--- src/rtl/scan_pkg.sv ---
package scan_pkg;
  // Strobes from control to datapath
  typedef struct packed {
    logic shiftEn;     // advance chain at this rising edge
    logic bypassCap;   // load bypass bit at this rising edge
    logic outSelChain; // falling-edge launch takes chain tail
  } scan_strobe_t;
endpackage

--- src/rtl/scan_ctrl.sv ---
module scan_ctrl
  import scan_pkg::*;
(
  input  logic         scanClk,
  input  logic         rstN,
  input  logic         scanEn,
  output scan_strobe_t strobe
);
  logic modeReg;

  // Mode seen at the rising edge steers the following launch
  always_ff @(posedge scanClk or negedge rstN) begin
    if (!rstN) modeReg <= 1'b0;
    else       modeReg <= scanEn;
  end

  always_comb begin
    strobe.shiftEn     = scanEn;
    strobe.bypassCap   = !scanEn;
    strobe.outSelChain = modeReg;
  end
endmodule

--- src/rtl/scan_datapath.sv ---
module scan_datapath
  import scan_pkg::*;
#(
  parameter int CHAIN_LEN = 13
) (
  input  logic                 scanClk,
  input  logic                 rstN,
  input  logic                 scanIn,
  input  scan_strobe_t         strobe,
  output logic [CHAIN_LEN-1:0] chainVec,
  output logic                 bypassBit,
  output logic                 scanOut
);
  localparam int TAIL = CHAIN_LEN - 1;

  logic [CHAIN_LEN-1:0] cellD;

  generate
    for (genvar i = 0; i < CHAIN_LEN; i++) begin : gCell
      if (i == 0) begin : gHead
        assign cellD[i] = scanIn;
      end else begin : gBody
        assign cellD[i] = chainVec[i-1];
      end
      always_ff @(posedge scanClk or negedge rstN) begin
        if (!rstN)               chainVec[i] <= 1'b0;
        else if (strobe.shiftEn) chainVec[i] <= cellD[i];
      end
    end
  endgenerate

  always_ff @(posedge scanClk or negedge rstN) begin
    if (!rstN)                 bypassBit <= 1'b0;
    else if (strobe.bypassCap) bypassBit <= scanIn;
  end

  // Launch on the falling edge
  always_ff @(negedge scanClk or negedge rstN) begin
    if (!rstN) scanOut <= 1'b0;
    else       scanOut <= strobe.outSelChain ? chainVec[TAIL] : bypassBit;
  end
endmodule

--- src/rtl/scan_bypass_chain.sv ---
module scan_bypass_chain
  import scan_pkg::*;
#(
  parameter int CHAIN_LEN = 13
) (
  input  logic scanClk,
  input  logic rstN,
  input  logic scanEn,
  input  logic scanIn,
  output logic scanOut
);
  scan_strobe_t         strobe;
  logic [CHAIN_LEN-1:0] chainVec;
  logic                 bypassBit;

  scan_ctrl u_ctrl (
    .scanClk(scanClk),
    .rstN   (rstN),
    .scanEn (scanEn),
    .strobe (strobe)
  );

  scan_datapath #(.CHAIN_LEN(CHAIN_LEN)) u_dp (
    .scanClk  (scanClk),
    .rstN     (rstN),
    .scanIn   (scanIn),
    .strobe   (strobe),
    .chainVec (chainVec),
    .bypassBit(bypassBit),
    .scanOut  (scanOut)
  );
endmodule

--- config.mk ---
export PLATFORM = sky130hd
export DESIGN_NAME = scan_bypass_chain
export DESIGN_NICKNAME = d
export VERILOG_FILES = /design/src/rtl/scan_pkg.sv /design/src/rtl/scan_ctrl.sv /design/src/rtl/scan_datapath.sv /design/src/rtl/scan_bypass_chain.sv
export SDC_FILE = /design/constraint.sdc
export NUM_CORES = 1
export LEC_CHECK = 0
export BUFFER_PORTS_ARGS = -buffer_cell sky130_fd_sc_hd__buf_4
export CAP_MARGIN = 20
export CORE_AREA = 3 3 40 42
export CTS_BUF_LIST = sky130_fd_sc_hd__clkbuf_4 sky130_fd_sc_hd__clkbuf_8 sky130_fd_sc_hd__clkbuf_16
export DETAILED_ROUTE_END_ITERATION = 8
export DIE_AREA = 0 0 43 45
export PLACE_DENSITY = 0.75
export SYNTH_ARGS = -nofsm -noshare
export SYNTH_HDL_FRONTEND = slang
export SYNTH_HIERARCHICAL = 1
export SYNTH_SLANG_ARGS = --single-unit
--- constraint.sdc ---
create_clock -name scanClk -period 2.55 [get_ports scanClk]
set_clock_uncertainty 0.2 [all_clocks]
set_input_delay 0.1275 -clock scanClk [delete_from_list [all_inputs] [get_ports scanClk]]
set_output_delay 0.1275 -clock scanClk [all_outputs]
set_load 0.01 [all_outputs]
# Word-level counts from Yosys, hierarchy flattened
# Cells that the tools add are included.
[op_classes]
n_addsub = 0
muxes = 1
bitwise = 0
div = 0
n_eq_ne = 0
shift = 0
magnitude_cmp = 0
mul = 0
reduce_logical = 0
[ops]
columns = ["operator", "count"]
rows = [
  ["2-to-1 mux 1 bit", 1],
]
[totals]
memories = 0
rom_bits = 0
output_inout_bits = 1
ramBits = 0
input_bits = 4
ff_bits = 16
latchBits = 0

# Longest topological paths before layout
# Gate-level depths: netlist of run 1.
[depth]
word_depth = 1
ltp_mapped = 3
mapped_depth_nobuf = 2

# Hierarchy
# Netlist of run 1, hierarchy kept.
[by_module_without_submodules]
columns = ["module", "cells_per_inst", "instances", "area_each_um2"]
rows = [
  ["scan_datapath", 31, 1, 593.1],
  ["scan_ctrl", 4, 1, 43.8],
]

==> results.txt, run 1 <==
Status = finished, final reports clean
YS warnings = 6
P per Cell Area = 935 nW/um2
Total GRT Usage = 11.0%
Clk_lat worst skew = 0.27 ns
Vias = 283
Place WS = 0.263 ns
Clk sinks = 16
Worst Setup End Kind = output port
Cells after Synth = 35
Leakage = 0.000351 uW
PostCTS Resize Cnt = 0
Largest net degree at the start of global routing = 17
CP top delay family = flip-flops
Die X = 43 um
Post-DRT Antenna Nets = 0
Vias in the first global route = 320
Share of cells above drive strength 1 = 53.5%
# fillers = 103
Unique cell type count in the Yosys netlist = 7
PortBufs = 4
I/O pin cnt = 5
Layout area overhead = 13.9%
Syn_nets = 39
Worst slew margin = 84.5%
First-pass DRT Iterations = 2
Crit-path max FO = 1
Starting density of the core = 49.6%
CTS tree = yes
DRC = 0
Slowest stage delay, CP = 0.40 ns
Die span in y = 45 um
ANT cells = 0
Total power = 679 uW
Slew @ Worst Pin = 0.233 ns
Max clock buf depth = 2
Syn Std Cell Area = 637 um2
Core Box Area = 1280 um2
Final Wtd Congestion = 0.664
Vias/cell = 4.88
Slowest CP cell = dfrtn_1
Crit Path Category = flop to output port
Die area = 1940 um2
Rows = 13
H-Tree Depth = 1
CP Data Arrival Time = 2.06 ns
Layout Nets = 48
Crit start category = flop
Synth Register Bits = 16
RSZ-0062 raised after global routing = false
Gr ovfl total = 0
Wirelength per Cell = 15.5 um
WP data required = 2.22 ns
Detailed Place HPWL = 637 um
Setup Total Neg Slack = 0 ns
Setup slack after layout = 0.158 ns
Clock root cell = clkbuf_4
Pins Over Slew Limit = 0
CP cell instances = buf_4
Max_cap viols = 0
Avg Synthesized Cell Area = 18.2 um2
First-pass GRT wire length = 1500 um
Worst-path clk slew = 0.09 ns
Final WL = 898 um
Sequential share of the synthesized area = 62.9%
Drt initial violations = 2
Num CTS Buffers = 3
Final setup viols = 0
HP Class = input port to asynchronous set/reset pin
Hold_ws = 0.0314 ns
Peak VDD IR = 0.508 mV
Buf/Inv on CP = 1
Initial antenna violation count = 0
Hold Fails Final Rpt = 0
-- per-stage QoR --
step / instance area [um2] / instances / util [%]
floorplan: 637 / 35 / -
CTS: 726 / 58 / 56.5
finish: 726 / 58 / 56.5
global route: 726 / 58 / 56.5
global placement: 659 / 51 / 51.3
detailed placement: 659 / 51 / 51.3
-- per-layer routing --
layer	up-vias	track usage, %	part of all wire [%]
met2	3	18.3	54
li1	133	-	-
met5	-	0	0
met3	0	2.39	2.8
met1	147	13.9	44
met4	0	5.42	0
-- logic make-up (layout without fill, tap and decap cells) --
logic type  after synthesis  in the layout  synth area share (%)
buf+inv                   4             12                  4.71
flops                    16             16                  62.9
mux                      15             15                  32.4
-- cell type report --
cell class	count	area, um2	area share [%]
inverters	1	3.75	0.517
flip-flops and latches	16	400	55.2
multi-input cells	15	206	28.4
well taps	15	18.8	2.59
clock buffers	4	36.3	5.00
repair buffers	7	60.1	8.28
-- power by group --
part	leakage (uW)	total (uW)	switching [uW]	internal, uW
clock network	0.0000210	158	71.1	86.7
logic	0.000140	141	38.1	103
registers	0.000190	380	45.2	335
-- flip-flops by register name, summed over array words and instances (netlist names) --
| name | count |
|---|---|
| u_dp/scanOut | 1 |
| u_ctrl/modeReg | 1 |
| u_dp/bypassBit | 1 |
| u_dp/chainVec | 13 |
-- synth_stat cells --
cell     number  area (um2)
inv_1         1        3.75
buf_6         1        11.3
dfrtp_1      15         375
buf_4         2        15.0
dfrtn_1       1        25.0
mux2_2        5        56.3
mux2_4       10         150
-- worst paths after layout --
path | end | start | cells after the start | slack [ns]
worst max-delay path | scanOut | u_dp/scanOut | 1 | 0.16
worst min-delay path | u_dp/chainVec[12] | rstN | 2 | 0.03
worst max register to register | u_dp/scanOut | u_ctrl/modeReg | 1 | 0.26
worst min register to register | u_dp/bypassBit | u_dp/bypassBit | 1 | 0.31
max in group asynchronous | u_dp/scanOut | rstN | 2 | 0.76
min in group scanClk | u_dp/bypassBit | u_dp/bypassBit | 1 | 0.31
-- cell usage in the layout (no fill, tap or decap), drive strengths merged --
cell         synthesis  final
inv                  1      1
dfrtp               15     15
dfrtn                1      1
clkbuf               0      4
dlygate4sd3          0      3
mux2                15     15
buf                  3      4
-- what timing repair did --
item,in CTS,in global routing
hold buffers,3,0
buffers inserted,0,0
endpoints found under the hold margin,18,0
Power figures use the tool's default switching activity.
==> inputs of run 2 (changes only) <==
Settings changed: CELL_PAD_IN_SITES_DETAIL_PLACEMENT set to 1, CELL_PAD_IN_SITES_GLOBAL_PLACEMENT set to 2, CORE_AREA 3 3 40 42 to not set, CORE_MARGIN set to 3, CORE_UTILIZATION set to 44, DIE_AREA 0 0 43 45 to not set, PLACE_DENSITY 0.75 to 0.86.
==> results.txt, run 2 (same netlist as run 1, synthesis figures left out) <==
Status = finished, final reports clean (unchanged)
Starting density of the core = 47.7% (was 49.6%)
Post-DRT Antenna Nets = 0 (unchanged)
Buf/Inv on CP = 1 (unchanged)
Share of cells above drive strength 1 = 53.5% (unchanged)
Layout area overhead = 13.0% (was 13.9%)
Placed Cells = 51 (unchanged)
Clk_lat worst skew = 0.27 ns (about the same)
Commonest non-fill, non-tap cell in the layout = dfrtp_1 (unchanged)
Crit start category = flop (unchanged)
RSZ-0062 raised after global routing = false (unchanged)
Critical Path Start = u_dp/scanOut (unchanged)
Num CTS Buffers = 3 (unchanged)
Wirelength per Cell = 17.4 um (was 15.5 um)
DRC = 0 (unchanged)
WP data required = 2.22 ns (about the same)
Largest net degree at the start of global routing = 17 (unchanged)
Pins Over Slew Limit = 0 (unchanged)
Slew @ Worst Pin = 0.237 ns (was 0.233 ns)
Total GRT Usage = 13.1% (was 11.0%)
Gr ovfl total = 0 (unchanged)
# fillers = 132 (was 103)
Vias in the first global route = 361 (was 320)
P per Cell Area = 921 nW/um2 (was 935 nW/um2)
Initial antenna violation count = 0 (unchanged)
Reg2reg start = u_ctrl/modeReg (unchanged)
Drt initial violations = 1 (was 2)
Clock root cell = clkbuf_4 (unchanged)
First-pass DRT Iterations = 2 (unchanged)
Max reg flops = 13 (unchanged)
Hold Fails Final Rpt = 0 (unchanged)
Max clock buf depth = 2 (unchanged)
Clk sinks = 16 (unchanged)
Commonest non-fill, non-tap cells in the layout = 15 x dfrtp_1, 10 x mux2_4, 5 x mux2_2 (unchanged)
ANT cells = 0 (unchanged)
HP Class = input port to asynchronous set/reset pin (unchanged)
PortBufs = 4 (unchanged)
CP cell instances = buf_4 (unchanged)
Most flop-heavy register = u_dp/chainVec (unchanged)
First-pass GRT wire length = 1710 um (was 1500 um)
H-Tree Depth = 1 (unchanged)
Crit-path max FO = 1 (unchanged)
Setup bufs post-CTS = 0 (unchanged)
Vias = 288 (was 283)
Final setup viols = 0 (unchanged)
Peak VDD IR = 0.336 mV (was 0.508 mV)
Final WL = 1010 um (was 898 um)
Worst Setup End Kind = output port (unchanged)
CTS tree = yes (unchanged)
Post-Layout Cell Count = 58 (unchanged)
Worst slew margin = 84.2% (was 84.5%)
Die area = 1940 um2 (about the same)
Leakage = 0.000348 uW (was 0.000351 uW)
Slowest CP cell = dfrtn_1 (unchanged)
Crit Path Category = flop to output port (unchanged)
Setup Total Neg Slack = 0 ns (unchanged)
CP Data Arrival Time = 2.06 ns (about the same)
I/O pin cnt = 5 (unchanged)
CP top delay family = flip-flops (unchanged)
Final Wtd Congestion = 0.654 (was 0.664)
Slowest stage delay, CP = 0.40 ns (about the same)
Worst-path clk slew = 0.08 ns (was 0.09 ns)
Rows = 13 (unchanged)
Final Core Density = 53.9% (was 56.5%)
Vias/cell = 4.97 (was 4.88)
Layout Nets = 48 (unchanged)
Die X = 44.0 um (was 43 um)
Max_cap viols = 0 (unchanged)
Die span in y = 44.0 um (was 45 um)
Core Box Area = 1330 um2 (was 1280 um2)
==> run 2: cell counts in the layout (fill, tap and decap cells not counted) <==
Identical to the previous run, type by type.
==> run 2: power breakdown <==
part           internal [uW]  leakage, uW  switching, uW
sequential               335     0.000190           42.7
clock                   71.2    0.0000184           69.9
combinational            103     0.000140           41.4
total                    509     0.000348            154
==> run 2: metrics by stage <==
step	instance area, um2	hold slack [ns]	setup slack (ns)	power, uW
final	719	0.0376	0.160	663
after global routing	719	0.0367	0.120	707
after CTS	719	0.0266	0.146	679
after detailed placement	659	-0.205	0.272	530
after global placement	659	-0.214	0.291	507
after floorplan	637	-0.368	0.209	481
==> run 2: metal layers <==
metal	wire, um	share of wire, %	track usage, %	up-vias
met2	582	58	23.3	3
met5	0	0	0	-
met4	0	0	9.04	0
li1	-	-	-	133
met3	26	2.6	2.44	0
met1	398	40	13.9	152
==> run 2: layout make-up <==
| class | instances | area, um2 | share of cell area (%) |
|---|---|---|---|
| flip-flops and latches | 16 | 400 | 55.7 |
| multi-input cells | 15 | 206 | 28.7 |
| repair buffers | 7 | 60.1 | 8.35 |
| clock buffers | 4 | 30.0 | 4.17 |
| well taps | 15 | 18.8 | 2.61 |
| inverters | 1 | 3.75 | 0.522 |
==> run 2: timing repair <==
item                      CTS  global route
hold buffers                3             0
resized for setup           0             0
hold endpoints to repair   18             0
==> run 2: path summary, 6_finish.rpt <==
check | end | cells past startpoint | slack, ns
setup / recovery | scanOut | 1 | 0.16
hold / removal | u_dp/chainVec[11] | 2 | 0.04
setup reg to reg | u_dp/scanOut | 1 | 0.27
hold reg to reg | u_dp/bypassBit | 1 | 0.31
max in group asynchronous | u_dp/scanOut | 2 | 0.75
min in group scanClk | u_dp/bypassBit | 1 | 0.31
==> inputs of run 3 (changes only) <==
--- a/constraint.sdc
+++ b/constraint.sdc
@@ -4,2 +4,2 @@
 set_output_delay 0.1275 -clock scanClk [all_outputs]
-set_load 0.01 [all_outputs]
+set_load 0.1 [all_outputs]
==> results.txt, run 3 (same netlist as run 1, synthesis figures left out) <==
Max_cap viols = 0 (unchanged)
Place WS = 0.278 ns (was 0.272 ns)
Die X = 44.0 um (unchanged)
Setup slack after layout = 0.0509 ns (was 0.160 ns)
First-pass DRT Iterations = 1 (was 2)
Met1 GRT Util = 14.7% (was 13.9%)
Placed Cells = 51 (unchanged)
Core Box Area = 1330 um2 (unchanged)
Reg2reg end = u_dp/scanOut (unchanged)
Critical Path Start = u_dp/scanOut (unchanged)
Buf/Inv on CP = 1 (unchanged)
Post-DRT Antenna Nets = 0 (unchanged)
Clock root cell = clkbuf_4 (unchanged)
Leakage = 0.000351 uW (was 0.000348 uW)
GRT busiest layer = met2 (unchanged)
Initial antenna violation count = 0 (unchanged)
Rows = 13 (unchanged)
ANT cells = 0 (unchanged)
CP top delay family = flip-flops (unchanged)
Layout area overhead = 14.1% (was 13.0%)
I/O pin cnt = 5 (unchanged)
Vias = 284 (was 288)
CP Depth = 1 (unchanged)
Met2 usage = 21.2% (was 23.3%)
Clk sinks = 16 (unchanged)
Largest net degree at the start of global routing = 17 (unchanged)
Max clock buf depth = 2 (unchanged)
DRC = 0 (unchanged)
Worst Setup End Kind = output port (unchanged)
Crit-path max FO = 1 (unchanged)
P per Cell Area = 971 nW/um2 (was 921 nW/um2)
Total power = 706 uW (was 663 uW)
Final Core Density = 54.5% (was 53.9%)
R2R Setup Slk = 0.27 ns (about the same)
Pins Over Slew Limit = 0 (unchanged)
Slowest CP cell = dfrtn_1 (unchanged)
Most flop-heavy register = u_dp/chainVec (unchanged)
Die span in y = 44.0 um (unchanged)
CP cell instances = buf_8 (was buf_4)
Starting density of the core = 47.7% (unchanged)
Gr ovfl total = 0 (unchanged)
Die area = 1940 um2 (unchanged)
Slowest stage delay, CP = 0.42 ns (was 0.40 ns)
Crit Path Category = flop to output port (unchanged)
Worst-path clk slew = 0.09 ns (was 0.08 ns)
HP Class = input port to asynchronous set/reset pin (unchanged)
# fillers = 130 (was 132)
RSZ-0062 raised after global routing = false (unchanged)
Layout Nets = 48 (unchanged)
Total GRT Usage = 12.5% (was 13.1%)
PortBufs = 4 (unchanged)
Final WL = 904 um (was 1010 um)
Met3 GRT Util = 2.44% (unchanged)
First-pass GRT wire length = 1660 um (was 1710 um)
Post-Layout Cell Count = 58 (unchanged)
Vias/cell = 4.90 (was 4.97)
CTS tree = yes (unchanged)
FF-to-FF path depth = 1 (unchanged)
Drt initial violations = 0 (was 1)
Clk_lat worst skew = 0.27 ns (about the same)
Slew @ Worst Pin = 0.233 ns (was 0.237 ns)
WP data required = 2.22 ns (about the same)
H-Tree Depth = 1 (unchanged)
Peak VDD IR = 0.394 mV (was 0.336 mV)
Worst slew margin = 84.5% (was 84.2%)
Hold Fails Final Rpt = 0 (unchanged)
Max reg flops = 13 (unchanged)
Reg2reg start = u_dp/chainVec[12] (was u_ctrl/modeReg)
Status = finished, final reports clean (unchanged)
CP Data Arrival Time = 2.17 ns (was 2.06 ns)
Wirelength per Cell = 15.6 um (was 17.4 um)
Final Wtd Congestion = 0.677 (was 0.654)
Vias in the first global route = 363 (was 361)
Commonest non-fill, non-tap cells in the layout = 15 x dfrtp_1, 10 x mux2_4, 5 x mux2_2 (unchanged)
Num CTS Buffers = 3 (unchanged)
Crit start category = flop (unchanged)
Setup crit end = scanOut (unchanged)
Share of cells above drive strength 1 = 53.5% (unchanged)
Final setup viols = 0 (unchanged)
Commonest non-fill, non-tap cell in the layout = dfrtp_1 (unchanged)
-- run 3: cell counts in the layout (fill, tap and decap cells not counted) --
Identical to the previous run, type by type.
-- run 3: worst min-delay path by stage --
stage	end	depth (start not counted)
2_1_floorplan	u_ctrl/modeReg	0
3_3_place_gp	u_dp/chainVec[12]	1
3_5_place_dp	u_ctrl/modeReg	1
4_1_cts	u_dp/chainVec[12]	2
5_1_grt	u_dp/chainVec[9]	2
6_report	u_dp/chainVec[9]	2
-- run 3: per-stage QoR --
stage | TNS, ns | cell area (um2) | hold slack [ns]
2_1_floorplan | -0.00116 | 637 | -0.368
3_3_place_gp | 0 | 659 | -0.215
3_5_place_dp | 0 | 659 | -0.205
4_1_cts | 0 | 723 | 0.0421
5_1_grt | 0 | 727 | 0.0518
6_report | 0 | 727 | 0.0466
-- run 3: timing repair --
action	CTS	global route
endpoints found under the setup margin	1	1
setup buffers	0	0
gates resized for setup	1	1
hold endpoints to repair	18	0
hold buffers	3	0
-- run 3: layout make-up --
cell class	count	area, um2	share of cell area (%)
Timing Repair Buffer	7	67.6	9.29
Clock buffer	4	30.0	4.13
Inverter	1	3.75	0.516
Multi-Input combinational cell	15	206	28.4
Sequential cell	16	400	55.1
Tap cell	15	18.8	2.58
-- run 3: report_power, final --
part | switching [uW] | total, uW | internal, uW | leakage, uW
combinational | 74.8 | 185 | 110 | 0.000142
clock | 69.3 | 140 | 71.1 | 0.0000184
sequential | 45.8 | 381 | 335 | 0.000190
-- run 3: per-layer routing --
| layer | share of wire [%] | routed length, um |
|---|---|---|
| met3 | 2.8 | 25 |
| met1 | 39 | 349 |
| met2 | 58 | 524 |
| met4 | 0.44 | 4 |
| met5 | 0 | 0 |
